File: config.mk
export PLATFORM = sky130hd
export DESIGN_NAME = clkgen_cfg_i2c
export DESIGN_NICKNAME = d
export VERILOG_FILES = /design/src/rtl/clkcfg_pkg.sv /design/src/rtl/i2c_line_filter.sv /design/src/rtl/i2c_block_engine.sv /design/src/rtl/cfg_regbank.sv /design/src/rtl/clkgen_cfg_i2c.sv
export SDC_FILE = /design/constraint.sdc
export NUM_CORES = 1
export LEC_CHECK = 0
export ABC_AREA = 1
export BUFFER_PORTS_ARGS = -buffer_cell sky130_fd_sc_hd__buf_2
export CAP_MARGIN = 25
export CORE_UTILIZATION = 45
export DETAILED_ROUTE_END_ITERATION = 7
export PLACE_DENSITY = 0.65
export SLEW_MARGIN = 20
export SYNTH_ARGS = -nofsm -noshare
export SYNTH_HDL_FRONTEND = slang
export SYNTH_HIERARCHICAL = 1
export SYNTH_SLANG_ARGS = --single-unit
File: constraint.sdc
create_clock -name clk_i -period 2.6 [get_ports clk_i]
set_clock_uncertainty 0.1 [all_clocks]
set_input_delay 0.52 -clock clk_i [delete_from_list [all_inputs] [get_ports clk_i]]
set_output_delay 0.52 -clock clk_i [all_outputs]
set_load 0.05 [all_outputs]
File: src/rtl/clkcfg_pkg.sv
package clkcfg_pkg;
  localparam int unsigned FREQ_W  = 5;
  localparam int unsigned STRAP_W = 5;

  typedef enum logic [2:0] {
    ST_IDLE,
    ST_ADDR,
    ST_AACK,
    ST_WRX,
    ST_WACK,
    ST_RTX,
    ST_RACK
  } bus_state_e;
endpackage

File: src/rtl/i2c_line_filter.sv
module i2c_line_filter #(
  parameter int unsigned FILT_LEN = 3
) (
  input  logic clk_i,
  input  logic rst_ni,
  input  logic line_i,
  output logic line_o
);
  localparam int unsigned CW = $clog2(FILT_LEN) + 1;

  logic [1:0]    sync_q;
  logic          out_q;
  logic [CW-1:0] cnt_q;

  // new level must persist FILT_LEN samples before it is accepted
  always_ff @(posedge clk_i or negedge rst_ni) begin
    if (!rst_ni) begin
      sync_q <= 2'b11;
      out_q  <= 1'b1;
      cnt_q  <= '0;
    end else begin
      sync_q <= {sync_q[0], line_i};
      if (sync_q[1] == out_q) begin
        cnt_q <= '0;
      end else if (cnt_q == CW'(FILT_LEN - 1)) begin
        out_q <= sync_q[1];
        cnt_q <= '0;
      end else begin
        cnt_q <= cnt_q + 1'b1;
      end
    end
  end

  assign line_o = out_q;

  a_r11_filter_settled: assert property (@(posedge clk_i) disable iff (!rst_ni)
    (out_q != $past(out_q)) |-> ($past(sync_q[1]) == out_q));
endmodule

File: src/rtl/i2c_block_engine.sv
module i2c_block_engine
  import clkcfg_pkg::*;
#(
  parameter int unsigned NUM_REGS = 7,
  parameter logic [6:0]  DEV_ADDR = 7'h69,
  localparam int unsigned AW = $clog2(NUM_REGS),
  localparam int unsigned IW = $clog2(NUM_REGS + 3)
) (
  input  logic          clk_i,
  input  logic          rst_ni,
  input  logic          scl_i,
  input  logic          sda_i,
  output logic          sda_oe_o,
  output logic          wr_en_o,
  output logic [AW-1:0] wr_addr_o,
  output logic [7:0]    wr_data_o,
  output logic [AW-1:0] rd_addr_o,
  input  logic [7:0]    rd_data_i
);
  bus_state_e    st_q;
  logic          scl_d, sda_d;
  logic [3:0]    bcnt_q;
  logic [7:0]    sh_q;
  logic          rw_q;
  logic [IW-1:0] idx_q;
  logic          oe_q;

  logic start_det, stop_det, scl_rise, scl_fall;
  logic wr_hit, rd_hit, idx_sat;
  logic [7:0] tx_byte;

  assign start_det = scl_i & scl_d & sda_d & ~sda_i;
  assign stop_det  = scl_i & scl_d & ~sda_d & sda_i;
  assign scl_rise  = scl_i & ~scl_d;
  assign scl_fall  = ~scl_i & scl_d;

  // write byte index: 0 cmd, 1 count, 2.. data for reg idx-2
  assign wr_hit  = (idx_q >= IW'(2)) && (idx_q < IW'(NUM_REGS + 1));
  // read byte index: 0 count, 1.. reg idx-1
  assign rd_hit  = (idx_q >= IW'(1)) && (idx_q < IW'(NUM_REGS + 1));
  assign idx_sat = (idx_q == IW'(NUM_REGS + 2));
  assign rd_addr_o = AW'(idx_q - IW'(1));

  always_comb begin
    if (idx_q == '0)  tx_byte = 8'(NUM_REGS);
    else if (rd_hit)  tx_byte = rd_data_i;
    else              tx_byte = 8'hFF;
  end

  always_ff @(posedge clk_i or negedge rst_ni) begin
    if (!rst_ni) begin
      st_q      <= ST_IDLE;
      scl_d     <= 1'b1;
      sda_d     <= 1'b1;
      bcnt_q    <= '0;
      sh_q      <= '0;
      rw_q      <= 1'b0;
      idx_q     <= '0;
      oe_q      <= 1'b0;
      wr_en_o   <= 1'b0;
      wr_addr_o <= '0;
      wr_data_o <= '0;
    end else begin
      scl_d   <= scl_i;
      sda_d   <= sda_i;
      wr_en_o <= 1'b0;
      if (start_det) begin
        st_q   <= ST_ADDR;
        bcnt_q <= '0;
        idx_q  <= '0;
        oe_q   <= 1'b0;
      end else if (stop_det) begin
        st_q <= ST_IDLE;
        oe_q <= 1'b0;
      end else begin
        unique case (st_q)
          ST_ADDR, ST_WRX: begin
            if (scl_rise) begin
              sh_q   <= {sh_q[6:0], sda_i};
              bcnt_q <= bcnt_q + 1'b1;
            end else if (scl_fall && bcnt_q == 4'd8) begin
              bcnt_q <= '0;
              if (st_q == ST_ADDR) begin
                if (sh_q[7:1] == DEV_ADDR) begin
                  oe_q <= 1'b1;
                  rw_q <= sh_q[0];
                  st_q <= ST_AACK;
                end else begin
                  st_q <= ST_IDLE;
                end
              end else begin
                oe_q <= 1'b1;
                st_q <= ST_WACK;
                if (wr_hit) begin
                  wr_en_o   <= 1'b1;
                  wr_addr_o <= AW'(idx_q - IW'(2));
                  wr_data_o <= sh_q;
                end
                if (!idx_sat) idx_q <= idx_q + 1'b1;
              end
            end
          end
          ST_AACK: begin
            if (scl_fall) begin
              if (rw_q) begin
                sh_q   <= tx_byte;
                oe_q   <= ~tx_byte[7];
                bcnt_q <= 4'd1;
                idx_q  <= idx_q + 1'b1;
                st_q   <= ST_RTX;
              end else begin
                oe_q <= 1'b0;
                st_q <= ST_WRX;
              end
            end
          end
          ST_WACK: begin
            if (scl_fall) begin
              oe_q <= 1'b0;
              st_q <= ST_WRX;
            end
          end
          ST_RTX: begin
            if (scl_fall) begin
              if (bcnt_q == 4'd8) begin
                oe_q <= 1'b0;
                st_q <= ST_RACK;
              end else begin
                oe_q   <= ~sh_q[6];
                sh_q   <= {sh_q[6:0], 1'b0};
                bcnt_q <= bcnt_q + 1'b1;
              end
            end
          end
          ST_RACK: begin
            if (scl_rise && sda_i) begin
              st_q <= ST_IDLE;
            end else if (scl_fall) begin
              sh_q   <= tx_byte;
              oe_q   <= ~tx_byte[7];
              bcnt_q <= 4'd1;
              if (!idx_sat) idx_q <= idx_q + 1'b1;
              st_q   <= ST_RTX;
            end
          end
          default: st_q <= ST_IDLE;
        endcase
      end
    end
  end

  assign sda_oe_o = oe_q;

  a_r10_idle_released: assert property (@(posedge clk_i) disable iff (!rst_ni)
    (st_q == ST_IDLE) |-> !sda_oe_o);
  a_r5_drive_phases: assert property (@(posedge clk_i) disable iff (!rst_ni)
    sda_oe_o |-> (st_q inside {ST_AACK, ST_WACK, ST_RTX}));
  a_r9_wr_in_range: assert property (@(posedge clk_i) disable iff (!rst_ni)
    wr_en_o |-> (wr_addr_o < AW'(NUM_REGS - 1)));
endmodule

File: src/rtl/cfg_regbank.sv
module cfg_regbank
  import clkcfg_pkg::*;
#(
  parameter int unsigned NUM_REGS = 7,
  localparam int unsigned AW  = $clog2(NUM_REGS),
  localparam int unsigned NWR = NUM_REGS - 1,
  localparam int unsigned ENW = 8 * (NUM_REGS - 2)
) (
  input  logic               clk_i,
  input  logic               rst_ni,
  input  logic               wr_en_i,
  input  logic [AW-1:0]      wr_addr_i,
  input  logic [7:0]         wr_data_i,
  input  logic [AW-1:0]      rd_addr_i,
  output logic [7:0]         rd_data_o,
  input  logic [STRAP_W-1:0] strap_i,
  output logic [FREQ_W-1:0]  freq_code_o,
  output logic               freq_override_o,
  output logic               spread_en_o,
  output logic               tristate_o,
  output logic [ENW-1:0]     out_en_o
);
  logic [NWR-1:0][7:0]   regs_q;
  logic [STRAP_W-1:0]    strap_q;
  logic                  strap_done_q;
  logic [7:0]            ctrl;

  for (genvar k = 0; k < NWR; k++) begin : g_reg
    localparam logic [7:0] RST_VAL = (k == 0) ? 8'h00 : 8'hFF;
    always_ff @(posedge clk_i or negedge rst_ni) begin
      if (!rst_ni)                                 regs_q[k] <= RST_VAL;
      else if (wr_en_i && wr_addr_i == AW'(k))     regs_q[k] <= wr_data_i;
    end
  end

  always_ff @(posedge clk_i or negedge rst_ni) begin
    if (!rst_ni) begin
      strap_q      <= '0;
      strap_done_q <= 1'b0;
    end else if (!strap_done_q) begin
      strap_q      <= strap_i;
      strap_done_q <= 1'b1;
    end
  end

  always_comb begin
    if (rd_addr_i == AW'(NUM_REGS - 1)) rd_data_o = {{(8 - STRAP_W){1'b0}}, ~strap_q};
    else                                rd_data_o = regs_q[rd_addr_i];
  end

  assign ctrl            = regs_q[0];
  assign freq_override_o = ctrl[3];
  assign freq_code_o     = ctrl[3] ? {ctrl[7], ctrl[2], ctrl[6:4]} : {1'b0, strap_q[3:0]};
  assign spread_en_o     = ctrl[1];
  assign tristate_o      = ctrl[0];
  assign out_en_o        = regs_q[NWR-1:1];

  a_r4_hold_without_write: assert property (@(posedge clk_i) disable iff (!rst_ni)
    !wr_en_i |=> $stable(regs_q));
  a_r8_strap_frozen: assert property (@(posedge clk_i) disable iff (!rst_ni)
    (strap_done_q && $past(strap_done_q)) |-> $stable(strap_q));
endmodule

File: src/rtl/clkgen_cfg_i2c.sv
module clkgen_cfg_i2c
  import clkcfg_pkg::*;
#(
  parameter int unsigned NUM_REGS = 7,
  parameter logic [6:0]  DEV_ADDR = 7'h69,
  parameter int unsigned FILT_LEN = 3,
  localparam int unsigned AW  = $clog2(NUM_REGS),
  localparam int unsigned ENW = 8 * (NUM_REGS - 2)
) (
  input  logic               clk_i,
  input  logic               rst_ni,
  input  logic               scl_i,
  input  logic               sda_i,
  output logic               sda_oe_o,
  input  logic [STRAP_W-1:0] strap_i,
  output logic [FREQ_W-1:0]  freq_code_o,
  output logic               freq_override_o,
  output logic               spread_en_o,
  output logic               tristate_o,
  output logic [ENW-1:0]     out_en_o
);
  logic [1:0]    raw_lines, filt_lines;
  logic          wr_en;
  logic [AW-1:0] wr_addr, rd_addr;
  logic [7:0]    wr_data, rd_data;

  assign raw_lines = {scl_i, sda_i};

  for (genvar i = 0; i < 2; i++) begin : g_filt
    i2c_line_filter #(.FILT_LEN(FILT_LEN)) u_filt (
      .clk_i  (clk_i),
      .rst_ni (rst_ni),
      .line_i (raw_lines[i]),
      .line_o (filt_lines[i])
    );
  end

  i2c_block_engine #(.NUM_REGS(NUM_REGS), .DEV_ADDR(DEV_ADDR)) u_engine (
    .clk_i     (clk_i),
    .rst_ni    (rst_ni),
    .scl_i     (filt_lines[1]),
    .sda_i     (filt_lines[0]),
    .sda_oe_o  (sda_oe_o),
    .wr_en_o   (wr_en),
    .wr_addr_o (wr_addr),
    .wr_data_o (wr_data),
    .rd_addr_o (rd_addr),
    .rd_data_i (rd_data)
  );

  cfg_regbank #(.NUM_REGS(NUM_REGS)) u_regs (
    .clk_i           (clk_i),
    .rst_ni          (rst_ni),
    .wr_en_i         (wr_en),
    .wr_addr_i       (wr_addr),
    .wr_data_i       (wr_data),
    .rd_addr_i       (rd_addr),
    .rd_data_o       (rd_data),
    .strap_i         (strap_i),
    .freq_code_o     (freq_code_o),
    .freq_override_o (freq_override_o),
    .spread_en_o     (spread_en_o),
    .tristate_o      (tristate_o),
    .out_en_o        (out_en_o)
  );
endmodule

==> results_dict.tcl <==
set metrics [dict create \
    path_max_fanout 10 \
    grt.total_usage_pct 23.9 \
    cp_common_cell "nand2_1" \
    postCtsSetupRepairBufs 0 \
    yosysTopAreaCellShare_pct 24.2 \
    initial_utilization_pct 47.1 \
    syn_nets 748 \
    dr.first_iter.drc_count 335 \
    fin_crit_ns 2.30 \
    power.leakage_nw 3.11 \
    h-tree-depth 3 \
    max-cap-violations 0 \
    first_global_vias 4665 \
    cp-start-kind "flip-flop" \
    r2r_start "u_engine/idx_q[0]" \
    final_area_um2 6240 \
    setup_tns_ns 0 \
    final_cell_mix "nand2_1 (256), inv_1 (80), nor2_1 (56), buf_2 (56), dfrtp_1 (52)" \
    slew_headroom_pct 63.7 \
    clockRootBuffer "clkbuf_16" \
    core_um2 11700 \
    num_vias 4804 \
    num_rows 39 \
    ys_warn_count 6 \
    io_buffers 57 \
    arrival_ns 2.45 \
    n_fill_cell 1148 \
    grt_pass1_wl_mm 23.2 \
    postRouteAntennaNets 0 \
    worstHoldPathType "in -> reg" \
    finalWeightedCongestion 0.895 \
    cp_slowest_cell "dfrtp_1" \
    r2r_setup_slack_ns 0.30 \
    final_common_cell "nand2_1" \
    clk_latency_ns 0.36 \
    ys_async_sr_fraction_pct 100 \
    yosys.area.top_type "dfrtp_1" \
    cp_top_family "simple AND/OR/NAND/NOR gates" \
    antenna_found_initial 0 \
    cts_buffers 9 \
    reg2reg_depth 15 \
    drive_gt1_share_pct 22.4 \
    clk_pin_slew_ns 0.07 \
    critical_path_class "reg -> reg" \
    cts.sinks 101 \
    whs_path_depth 1 \
    synth-edff-count 0 \
    period_share_pct 88.6 \
    area_growth_pct 13.7 \
    hold_end "g_filt[1].u_filt/sync_q[0]" \
    cp-end-kind "flip-flop" \
    netlist_instances 731 \
    first_pass_iters 7 \
    die_y_um 112 \
    path_buf_inv 4 \
    power_switching_w 0.00186 \
    die-area_um2 12600 \
    post-dp-hpwl_mm 10.5 \
    overflow 0 \
    drt_wl_total_mm 14.1 \
    yosysSeqAreaShare_pct 47.1 \
    p_int_w 0.00306 \
    hp-start "scl_i" \
    power_density_nw_per_um2 788 \
    die_w_um 112 \
    fmax_mhz 434 \
    netlist_area_um2 5490 \
    fin_hold_ws_ns 0.157 \
    regArea_um2 2590 \
    grt_max_degree 39 \
    ys.flop_type "dfrtp_1" \
    path_cells "inv_1 -> ha_1 -> inv_1 -> inv_2 -> nand2_1 -> nor2_1 -> o21ai_0 -> nand2_1 -> inv_1 -> nand3_1 -> nand2_1 -> nand2_1 -> nand2_1 -> nand4_1 -> nand2_1" \
    multiInputGateArea_um2 2450 \
    finalSetupViolCount 0 \
    max_stage_delay_ns 0.44 \
    rsz0062_at_grt "no" \
    p_comb_share_pct 31.1 \
    dpl_cell_area_um2 5890 \
    p_clk_share_pct 30.3 \
    irDropWorstVdd_v 0.000580 \
    hold_viol_final 0 \
    top_level_ports 58 \
    syn_avg_cell_area_um2 7.51 \
    num-nets-final 803 \
    viasPerCell 5.14 \
    num_antenna_cells 0 \
    finalMaxSlewViolations 0 \
    worst-slew-pin-transition_ns 0.543 \
    ys_ff_latch 101 \
    cts_buffer_depth 2 \
    p_seq_share_pct 38.6 \
    synth_area_leaders "dfrtp_1 (24%), dfstp_2 (23%), nand2_1 (18%)" \
    cts_tree "done" \
    r2r_end "u_engine/sda_oe_o" \
    status "finished, final reports clean" \
    remaining_drc_errors 0 \
    p_sw_share_pct 37.8 \
    ys_types 33 \
    wl_per_cell_um 15.1 \
    crit_required_ns 2.75 \
]
worst max-delay path by stage:
stage,startpoint,endpoint,slack [ns],cells after the start
6_report,u_engine/idx_q[0],u_engine/sda_oe_o,0.30,15
5_1_grt,u_engine/idx_q[0],u_engine/sda_oe_o,0.04,14
4_1_cts,u_engine/idx_q[1],u_engine/sda_oe_o,0.29,15
3_5_place_dp,u_engine/idx_q[1],u_engine/sda_oe_o,0.32,15
3_3_place_gp,u_engine/idx_q[1],u_engine/sda_oe_o,0.39,15
2_1_floorplan,u_regs/ctrl[3],freq_code_o[0],0.05,2
flip-flops by register name (all words and copies together) (netlist names), 2 cells and up:
| register | count |
|---|---|
| u_engine/st_q | 3 |
| g_filt.u_filt/cnt_q | 6 |
| g_filt.u_filt/sync_q | 4 |
| g_filt.u_filt/line_o | 2 |
| u_regs/strap_q | 5 |
| u_engine/idx_q | 4 |
| u_regs/ctrl | 8 |
| u_engine/sh_q | 8 |
| u_regs/out_en_o | 40 |
| u_engine/bcnt_q | 4 |
| u_engine/wr_data_o | 8 |
| u_engine/wr_addr_o | 3 |
kinds of logic (layout without fill, tap and decap cells):
| logic type | Yosys count | after routing | synth area share (%) |
|---|---|---|---|
| XOR/XNOR | 5 | 5 | 0.798 |
| AO/OA/AOI/OAI | 108 | 108 | 10.6 |
| AND/OR/NAND/NOR | 400 | 400 | 31.3 |
| other | 1 | 1 | 0.0683 |
| flip-flops | 101 | 101 | 47.1 |
| buffers and inverters | 108 | 168 | 8.27 |
| adder cells (fa/ha/maj) | 8 | 8 | 1.82 |
layout make-up:
class	instances	share of cell area [%]
clock buffers	9	3.61
inverters	88	5.37
flip-flops and latches	101	41.5
multi-input cells	522	39.3
clock inverters	7	1.66
well taps	143	2.87
repair buffers	64	5.69
power by group through the flow:
stage                     sequential [W]  combinational, W  clock, W
final                            0.00190           0.00153   0.00149
after global routing             0.00192           0.00175   0.00158
after CTS                        0.00190           0.00151   0.00153
after detailed placement         0.00192           0.00150         0
after global placement           0.00191           0.00147         0
after floorplan                  0.00190           0.00113         0
cells in the mapped netlist, types with 4 or more instances:
cell type / instances
dfrtp_1: 53
o21ai_2: 10
o21ai_0: 48
nor2_4: 4
dfstp_2: 48
a21oi_1: 10
nor2_2: 10
nand4_1: 11
nand3_1: 43
ha_1: 8
nand2_2: 10
xor2_1: 4
inv_1: 80
nor2_1: 56
o21ai_1: 36
nand3_2: 4
nand2_1: 256
buf_2: 14
inv_2: 6
metal layers:
| metal | track usage (%) | share of wire (%) |
|---|---|---|
| met1 | 31.8 | 46 |
| met2 | 39.1 | 47 |
| met3 | 4.48 | 4.7 |
| met4 | 8.36 | 1.8 |
| met5 | 0 | 0 |
timing repair:
action | 4_1_cts | 5_1_grt
hold buffers | 1 | 0
setup endpoints to repair | 0 | 2
resized for setup | 0 | 3
endpoints found under the hold margin | 10 | 0
through the flow:
stage	setup WS (ns)	std cells	util, %	total power, W
after global routing	0.0394	934	53.5	0.00526
final	0.297	934	53.5	0.00492
after floorplan	0.0486	731	-	0.00302
after CTS	0.287	934	53.4	0.00493
after detailed placement	0.324	917	50.5	0.00342
after global placement	0.390	917	50.5	0.00338
Power figures use the tool's default switching activity.
